==> src/rtl/twr_pkg.sv <==
package twr_pkg;
  localparam int unsigned TWR_DATA_W = 8;
  localparam int unsigned TWR_DIV_W  = 15;
  localparam int unsigned TWR_CFG_W  = 32;

  typedef enum logic [2:0] {
    RX_IDLE,
    RX_START,
    RX_DATA,
    RX_PAR,
    RX_STOP,
    RX_HOLD
  } rx_state_e;
endpackage

==> src/rtl/twr_bit_timer.sv <==
module twr_bit_timer #(
  parameter int unsigned CNT_W = 15
) (
  input  logic             clk,
  input  logic             rst,
  input  logic             load,
  input  logic [CNT_W-1:0] load_val,
  output logic             expired
);
  logic [CNT_W-1:0] cnt_q;

  // Loading value N makes expired rise N cycles later, so the action on
  // expiry lands N+1 cycles after the load.
  always_ff @(posedge clk) begin
    if (rst)                 cnt_q <= '0;
    else if (load)           cnt_q <= load_val;
    else if (cnt_q != '0)    cnt_q <= cnt_q - 1'b1;
  end

  assign expired = (cnt_q == '0);
endmodule

==> src/rtl/twr_tx_engine.sv <==
module twr_tx_engine #(
  parameter int unsigned DATA_W = twr_pkg::TWR_DATA_W,
  parameter int unsigned DIV_W  = twr_pkg::TWR_DIV_W
) (
  input  logic              clk,
  input  logic              rst,
  input  logic [DIV_W-1:0]  divisor,
  input  logic              en,
  input  logic              cts_ok,
  input  logic              brk,
  input  logic              par_en,
  input  logic              par_even,
  input  logic              wr,
  input  logic [DATA_W-1:0] wr_data,
  output logic              line,
  output logic              hold_free,
  output logic              idle
);
  localparam int unsigned TAIL_W = DATA_W + 2;          // data, parity, stop
  localparam int unsigned LEFT_W = $clog2(TAIL_W + 1);

  logic [DATA_W-1:0] hold_q;
  logic              hold_full_q;
  logic              busy_q;
  logic              line_q;
  logic [TAIL_W-1:0] tail_q;
  logic [LEFT_W-1:0] left_q;
  logic              tick;
  logic              launch;
  logic              t_load;
  logic              pbit;

  assign pbit   = par_even ? (^hold_q) : ~(^hold_q);
  assign launch = !busy_q && hold_full_q && en && cts_ok && !brk;
  assign t_load = launch || (busy_q && tick && (left_q != '0));

  twr_bit_timer #(.CNT_W(DIV_W)) u_timer (
    .clk      (clk),
    .rst      (rst),
    .load     (t_load),
    .load_val (divisor),
    .expired  (tick)
  );

  always_ff @(posedge clk) begin
    if (wr && !hold_full_q) hold_q <= wr_data;
  end

  always_ff @(posedge clk) begin
    if (rst) begin
      hold_full_q <= 1'b0;
      busy_q      <= 1'b0;
      line_q      <= 1'b1;
      tail_q      <= '1;
      left_q      <= '0;
    end else begin
      if (wr && !hold_full_q) hold_full_q <= 1'b1;
      if (launch) begin
        hold_full_q <= 1'b0;
        busy_q      <= 1'b1;
        line_q      <= 1'b0;
        tail_q      <= {1'b1, (par_en ? pbit : 1'b1), hold_q};
        left_q      <= par_en ? LEFT_W'(DATA_W + 2) : LEFT_W'(DATA_W + 1);
      end else if (busy_q) begin
        if (tick) begin
          if (left_q == '0) begin
            busy_q <= 1'b0;
          end else begin
            line_q <= tail_q[0];
            tail_q <= {1'b1, tail_q[TAIL_W-1:1]};
            left_q <= left_q - 1'b1;
          end
        end
      end else begin
        line_q <= !brk;
      end
    end
  end

  assign line      = line_q;
  assign hold_free = !hold_full_q;
  assign idle      = !hold_full_q && !busy_q;
endmodule

==> src/rtl/twr_rx_engine.sv <==
module twr_rx_engine
  import twr_pkg::*;
#(
  parameter int unsigned DATA_W = TWR_DATA_W,
  parameter int unsigned DIV_W  = TWR_DIV_W
) (
  input  logic              clk,
  input  logic              rst,
  input  logic [DIV_W-1:0]  divisor,
  input  logic              en,
  input  logic              par_en,
  input  logic              line_in,
  input  logic              rd,
  output logic [DATA_W-1:0] data,
  output logic              ready,
  output logic              overrun,
  output logic              frame_err
);
  localparam int unsigned IDX_W = (DATA_W > 1) ? $clog2(DATA_W) : 1;

  rx_state_e         state_q;
  logic [1:0]        sync_q;
  logic              bit_now;
  logic [IDX_W-1:0]  idx_q;
  logic [DATA_W-1:0] shift_q;
  logic [DATA_W-1:0] data_q;
  logic              ready_q;
  logic              ovr_q;
  logic              fe_q;
  logic              tick;
  logic              t_load;
  logic [DIV_W-1:0]  t_val;
  logic              finish;

  assign bit_now = sync_q[1];
  assign finish  = (state_q == RX_STOP) && tick;

  always_comb begin
    t_load = 1'b0;
    t_val  = divisor;
    case (state_q)
      RX_IDLE:  if (en && !bit_now) begin
                  t_load = 1'b1;
                  t_val  = divisor >> 1;
                end
      RX_START: if (tick && !bit_now) t_load = 1'b1;
      RX_DATA,
      RX_PAR:   if (tick) t_load = 1'b1;
      default:  t_load = 1'b0;
    endcase
  end

  twr_bit_timer #(.CNT_W(DIV_W)) u_timer (
    .clk      (clk),
    .rst      (rst),
    .load     (t_load),
    .load_val (t_val),
    .expired  (tick)
  );

  always_ff @(posedge clk) begin
    if (finish && !(ready_q && !rd)) data_q <= shift_q;
  end

  always_ff @(posedge clk) begin
    if (rst) begin
      sync_q  <= '1;
      state_q <= RX_IDLE;
      idx_q   <= '0;
      shift_q <= '0;
      ready_q <= 1'b0;
      ovr_q   <= 1'b0;
      fe_q    <= 1'b0;
    end else begin
      sync_q <= {sync_q[0], line_in};
      case (state_q)
        RX_IDLE:  if (en && !bit_now) state_q <= RX_START;
        RX_START: if (tick) begin
                    idx_q   <= '0;
                    state_q <= bit_now ? RX_IDLE : RX_DATA;
                  end
        RX_DATA:  if (tick) begin
                    shift_q <= {bit_now, shift_q[DATA_W-1:1]};
                    idx_q   <= idx_q + 1'b1;
                    if (idx_q == IDX_W'(DATA_W - 1))
                      state_q <= par_en ? RX_PAR : RX_STOP;
                  end
        RX_PAR:   if (tick) state_q <= RX_STOP;
        RX_STOP:  if (tick) state_q <= bit_now ? RX_IDLE : RX_HOLD;
        RX_HOLD:  if (bit_now) state_q <= RX_IDLE;
        default:  state_q <= RX_IDLE;
      endcase
      if (rd) begin
        ready_q <= 1'b0;
        ovr_q   <= 1'b0;
        fe_q    <= 1'b0;
      end
      if (finish) begin
        if (ready_q && !rd) ovr_q   <= 1'b1;
        else                ready_q <= 1'b1;
        if (!bit_now)       fe_q    <= 1'b1;
      end
    end
  end

  assign data      = data_q;
  assign ready     = ready_q;
  assign overrun   = ovr_q;
  assign frame_err = fe_q;
endmodule

==> src/rtl/twr_uart.sv <==
module twr_uart
  import twr_pkg::*;
#(
  parameter int unsigned DATA_W = TWR_DATA_W,
  parameter int unsigned DIV_W  = TWR_DIV_W,
  parameter int unsigned CFG_W  = TWR_CFG_W
) (
  input  logic              clk,
  input  logic              rst,
  input  logic [CFG_W-1:0]  baud_cfg,
  input  logic              ctl_par_en,
  input  logic              ctl_par_even,
  input  logic              ctl_rts,
  input  logic              ctl_tx_en,
  input  logic              ctl_rx_en,
  input  logic              ctl_break,
  input  logic              ctl_loopback,
  input  logic              ctl_cts_force,
  input  logic              ctl_serial_reset,
  input  logic              cts_i,
  input  logic              rxd_i,
  output logic              txd_o,
  output logic              rts_o,
  input  logic              tx_wr,
  input  logic [DATA_W-1:0] tx_data,
  input  logic              rx_rd,
  output logic [DATA_W-1:0] rx_data,
  output logic              ev_rx_ready,
  output logic              ev_tx_ready,
  output logic              ev_tx_empty,
  output logic              ev_overrun,
  output logic              ev_frame_err
);
  localparam int unsigned RX_LSB = CFG_W / 2;

  logic             eng_rst;
  logic [DIV_W-1:0] tx_div;
  logic [DIV_W-1:0] rx_div;
  logic             tx_line;
  logic             rx_src;
  logic             rts_q;

  assign eng_rst = rst || ctl_serial_reset;
  assign tx_div  = baud_cfg[DIV_W-1:0];
  assign rx_div  = baud_cfg[RX_LSB +: DIV_W];
  assign rx_src  = ctl_loopback ? tx_line : rxd_i;

  twr_tx_engine #(.DATA_W(DATA_W), .DIV_W(DIV_W)) u_tx (
    .clk       (clk),
    .rst       (eng_rst),
    .divisor   (tx_div),
    .en        (ctl_tx_en),
    .cts_ok    (cts_i || ctl_cts_force),
    .brk       (ctl_break),
    .par_en    (ctl_par_en),
    .par_even  (ctl_par_even),
    .wr        (tx_wr),
    .wr_data   (tx_data),
    .line      (tx_line),
    .hold_free (ev_tx_ready),
    .idle      (ev_tx_empty)
  );

  twr_rx_engine #(.DATA_W(DATA_W), .DIV_W(DIV_W)) u_rx (
    .clk       (clk),
    .rst       (eng_rst),
    .divisor   (rx_div),
    .en        (ctl_rx_en),
    .par_en    (ctl_par_en),
    .line_in   (rx_src),
    .rd        (rx_rd),
    .data      (rx_data),
    .ready     (ev_rx_ready),
    .overrun   (ev_overrun),
    .frame_err (ev_frame_err)
  );

  always_ff @(posedge clk) begin
    if (rst) rts_q <= 1'b0;
    else     rts_q <= ctl_rts;
  end

  assign rts_o = rts_q;
  assign txd_o = ctl_loopback ? 1'b1 : tx_line;
endmodule

==> config.mk <==
export PLATFORM = sky130hd
export DESIGN_NAME = twr_uart
export DESIGN_NICKNAME = d
export VERILOG_FILES = /design/src/rtl/twr_pkg.sv /design/src/rtl/twr_bit_timer.sv /design/src/rtl/twr_tx_engine.sv /design/src/rtl/twr_rx_engine.sv /design/src/rtl/twr_uart.sv
export SDC_FILE = /design/constraint.sdc
export NUM_CORES = 1
export LEC_CHECK = 0
export ABC_AREA = 0
export BUFFER_PORTS_ARGS = -buffer_cell sky130_fd_sc_hd__buf_4
export CORE_MARGIN = 3
export CORE_UTILIZATION = 56
export DETAILED_ROUTE_END_ITERATION = 10
export GPL_TIMING_DRIVEN = 0
export HOLD_SLACK_MARGIN = 0.05
export PLACE_DENSITY_LB_ADDON = 0.1
export SKIP_LAST_GASP = 1
export SLEW_MARGIN = 0
export SYNTH_ARGS = -nofsm -noshare
export SYNTH_HDL_FRONTEND = slang
export SYNTH_SLANG_ARGS = --single-unit
==> constraint.sdc <==
create_clock -name clk -period 2.6 [get_ports clk]
set_input_delay 0.26 -clock clk [delete_from_list [all_inputs] [get_ports clk]]
set_output_delay 0.26 -clock clk [all_outputs]
set_load 0.1 [all_outputs]
# Word-level counts from Yosys, hierarchy flattened
# Cells that the tools add are included.
# word_totals
out_inout_bits	15
mem_bits_ro	0
wordCells	134
memories	0
ram_bits	0
inputBits	55
reg_bits	82
latch_bits	0
# classes
n_shift	0
div_mod_pow	0
mul	0
reduce_logical	42
n_eq_ne	16
magnitude_cmp	0
n_addsub	4
bitwise_logic	1
muxes	54
# op_table
op	count
$mux 15	6
$mux 9	4
$mux 3	11
$logic_not 15->1	2
$reduce_bool 15->1	2
$sub 15x1->15 const B	2
$mux 1	24
$pmux 3 s6	1
$mux 4	4
$ne 2x1->1 const B	8
$logic_and 1x1->1	13
$reduce_bool 2->1	5
$eq 3x3->1 const B	3
$reduce_xor 8->1	1
$reduce_and 7->1	1
$eq 3x2->1 const B	2
$logic_not 1->1	6
$ne 3x3->1 const B	2
$pmux 3 s2	1
$reduce_and 3->1	2
$logic_not 4->1	1
$mux 2	2
$reduce_and 2->1	2
$reduce_bool 4->1	1
8 further kinds	11

# Longest topological paths before layout
# logic_depth
ltp_word	7
mapped_depth	9

# By module
# A second synthesis with hierarchy kept.
# unflattened
cells_unflattened	450
hier_area_um2	4375.4
# by_module_without_submodules
module	area_per_inst_um2	seq_area_each_um2	cells_each	instances
twr_bit_timer	898.4	300.3	102	2
twr_rx_engine	1391.3	620.6	129	1
twr_tx_engine	1127.3	560.5	111	1
twr_uart	60.1	20.0	6	1

# Worst setup path before layout
# No wires, ideal clock.
# synth_timing
path_kind	register to register
startpoint	register u_tx.u_timer.cnt_q[0]
endpoint	register u_tx.line_q (netlist: u_tx.line)
stages_incl_launch_ff	9
period_less_slack_ns	2.231
path_slack_ns	0.369
arrival_ns	2.089
path_cell_list	dfxtp_1 inv_1 ha_1 or4b_2 or4_4 buf_6 nor2_2 mux2i_1 o221ai_1
# synth_between
elab_chain_cells	3
# synth_rtl
item	line_no	text
start, declared	twr_bit_timer.sv:10	logic [CNT_W-1:0] cnt_q;
start signal, assigned	twr_bit_timer.sv:16	else if (load) cnt_q <= load_val;
start signal, assigned	twr_bit_timer.sv:17	else if (cnt_q != '0) cnt_q <= cnt_q - 1'b1;
$logic_not 15->1	twr_bit_timer.sv:20	assign expired = (cnt_q == '0);
$ne 3x3->1 (no source line)	--	
$reduce_and 2->1 (no source line)	--	
end signal, assigned	twr_tx_engine.sv:69	line_q <= tail_q[0];
end signal, assigned	twr_tx_engine.sv:75	line_q <= !brk;
end, declared	twr_tx_engine.sv:25	logic line_q;
# No other way between the ends.
# A chain may end at the register's enable or synchronous reset.

# Worst setup path in the final report
# layout_timing
startpoint	register u_tx.u_timer.cnt_q[0]
endpoint	register u_tx.u_timer.cnt_q[14]
# layout_between
elab_chain_cells	5
# layout_rtl
item
branches (longest 5 deep; another with $sub 15x1->15)
# Parallel ways; which one is timed is not known. The select of a mux whose other input is x is not followed.

==> run metrics <==
slowest CP cell=or4b_2; CORE AREA=approximately 0.007 sq mm; Seq cells post-synth=roughly 80; post-layout util=0.719; DIE HEIGHT=92.2 um; Via density=around 5.8; Antenna Cells=0; status=finished, final reports clean; Power Dens Cells=1120 mW/mm^2; clock sinks=82; Slew headroom=0.558; residual DRC count=0; max-cap violations=0; main flop type after synthesis=dfxtp_1; Seq/Total Area, Yosys=0.433; die area=about 0.0085 sq mm; worst skew pair latency=roughly 0.36 ns; H-tree Lvls=3; CP bufs+invs=2; Fillers=574; Period minus WS final=around 2.4 ns; hold buffers post-CTS=0; root buf cell=clkbuf_8; hold violation total from the final report=0; Slew Viols, Final=0; Post-Syn Instances=462; CTS tree=done; first-pass GRT wire length=16200 um; CP Launch Type=flip-flop; Starting Density=0.596; CP max stage delay=0.64 ns; First-pass DRT Iterations=5; Worst EP required=2.82 ns; Avg Cell Area, Syn=9.01 sq um; Critical Path, Cell by Cell=inv_1 > ha_1 > or4b_2 > or4_4 > buf_6 > o21ai_1 > a211oi_1; share of synthesized registers carrying an async set or reset=0; dpl cells=roughly 630; fin nets=roughly 600; initial antenna violation count=0; Largest delay share family, worst path=simple AND/OR/NAND/NOR gates; syn_nets=between 500 and 600; Leak=2.10 nW; WP data arrival=2.63 ns; Least-Margin Pin Slew=0.658 ns; VDD IR-drop max=between 900 and 1000 uV; # rows=30; GRT Util Overall=0.233; CTS buffer count=9; vias after detailed routing=3714; synth warn=0; Port Buffers=67; Post-Syn Area=0.00416 sq mm; Placer Congestion=just under 0.9; drt total wl=9730 um; vias in the first global route=3506; Reg area=0.00180 sq mm; Die Width=92.2 um; drt wl/cell=between 15 and 20 um; CP Capture Type=flip-flop; ANT nets after route=0; commonest non-fill, non-tap cells in the layout=buf_4 (69), dfxtp_1 (66), nor2_1 (62); fin crit share=0.929; Multi-input gate area=0.00221 sq mm; fin cells=643; GRT overflow=0; number of synthesized flops with an enable pin=16; clk slew on worst S/H paths=0.09 ns; Final Skew=0.0111 ns; final setup fails=0; DRT iter0 DRCs=234; WHS=0.0663 ns; layout cell share with drive strength beyond 1=0.210; final setup TNS=0 ns; Area growth syn-to-layout=20.6%; commonest non-fill, non-tap cell in the layout=buf_4; number of top-level pins=70; Max Fclk=between 400 and 500 MHz; largest net degree at the start of global routing=16; Synth cell types=61; worst min-delay path class=primary input to flip-flop; RSZ-0062 raised after global routing=false; Tot Pwr=5.61 mW; Crit Path Class=flip-flop to flip-flop; Longest Clk Path Bufs=2; crit path max fanout=6; final HPWL from detailed placement=7250 um
-- final cells by class --
type	instances	share of cell area
Tap cell	96	0.0239
Timing Repair Buffer	69	0.103
Inverter	11	0.00822
Clock buffer	9	0.0247
Multi-Input combinational cell	339	0.439
Buffer	30	0.0267
Sequential cell	82	0.359
Clock inverter	7	0.0152
-- registers in the layout (all words and copies together) (netlist names), 2 cells and up --
name and count:
u_tx.tail_q 9, u_tx.left_q 4, u_tx.u_timer.cnt_q 15, u_rx.sync_q 2
u_rx.state_q 3, u_rx.u_timer.cnt_q 15, u_tx.hold_q 8, u_rx.shift_q 8
u_rx.idx_q 3, u_rx.data 8
-- worst paths after layout --
kind                         start                endpoint  slack [ns]  depth (start not counted)
max          u_tx.u_timer.cnt_q[0]  u_tx.u_timer.cnt_q[14]        0.18                          7
min                          rx_rd            u_rx.overrun        0.07                          2
max reg2reg  u_tx.u_timer.cnt_q[0]  u_tx.u_timer.cnt_q[14]        0.18                          7
min reg2reg         u_rx.sync_q[0]          u_rx.sync_q[1]        0.43                          1
-- cells by family (layout without fill, tap and decap cells) --
group           after synthesis  count (layout)  synth area share
compound gates               94              94             0.159
flops                        82              82             0.433
fa+ha+maj                     8               8            0.0240
mux                          18              18            0.0442
simple gates                185             185             0.223
xor+xnor                     34              34            0.0748
buf+inv                      41             126            0.0421
-- per-stage QoR --
| stage | area (sq um) | worst slack (ns) |
|---|---|---|
| 2_1_floorplan | 4160 | 0.369 |
| 3_3_place_gp | 4790 | -0.0246 |
| 3_5_place_dp | 4790 | -0.0747 |
| 4_1_cts | 4990 | 0.128 |
| 5_1_grt | 5020 | 0.0416 |
| 6_report | 5020 | 0.184 |
-- repair_timing --
action,4_1_cts,5_1_grt
pin swaps,0,1
resized for setup,1,2
setup endpoints to repair,8,18
buffers inserted,0,2
-- cells in the mapped netlist (4+ instances only) --
cell	number	area, sq um
a31oi_1	6	37.5
edfxtp_1	16	480
o21a_1	5	37.5
nand3_1	14	70.1
a21oi_1	23	115
a32o_1	4	40.0
nand2_1	38	143
o21ai_0	7	35.0
or2_2	5	31.3
or4_1	6	45.0
o311ai_0	8	70.1
clkbuf_1	21	78.8
ha_1	8	100
o21ai_1	4	20.0
o22ai_1	4	25.0
buf_2	5	25.0
a211oi_1	12	90.1
xor2_1	19	166
dfxtp_1	66	1320
xnor2_1	14	123
or3_1	4	25.0
nor3_1	26	130
nor2b_1	5	31.3
inv_1	11	41.3
nor2_1	62	233
mux2i_1	15	150
-- power by group --
group	internal, mW	total [mW]	switching, mW
combinational	1.29	2.96	1.68
sequential	1.49	1.70	0.204
clock	0.452	0.950	0.498
-- layer usage --
metal  track usage  up-vias  wire length [um]
li1              -     1824                 -
met1         0.299     1747              4230
met2         0.396      126              4820
met3        0.0377       17               544
met4        0.0854        0               142
met5             0        -                 0
No activity file was read; power rests on OpenSTA's default activity.
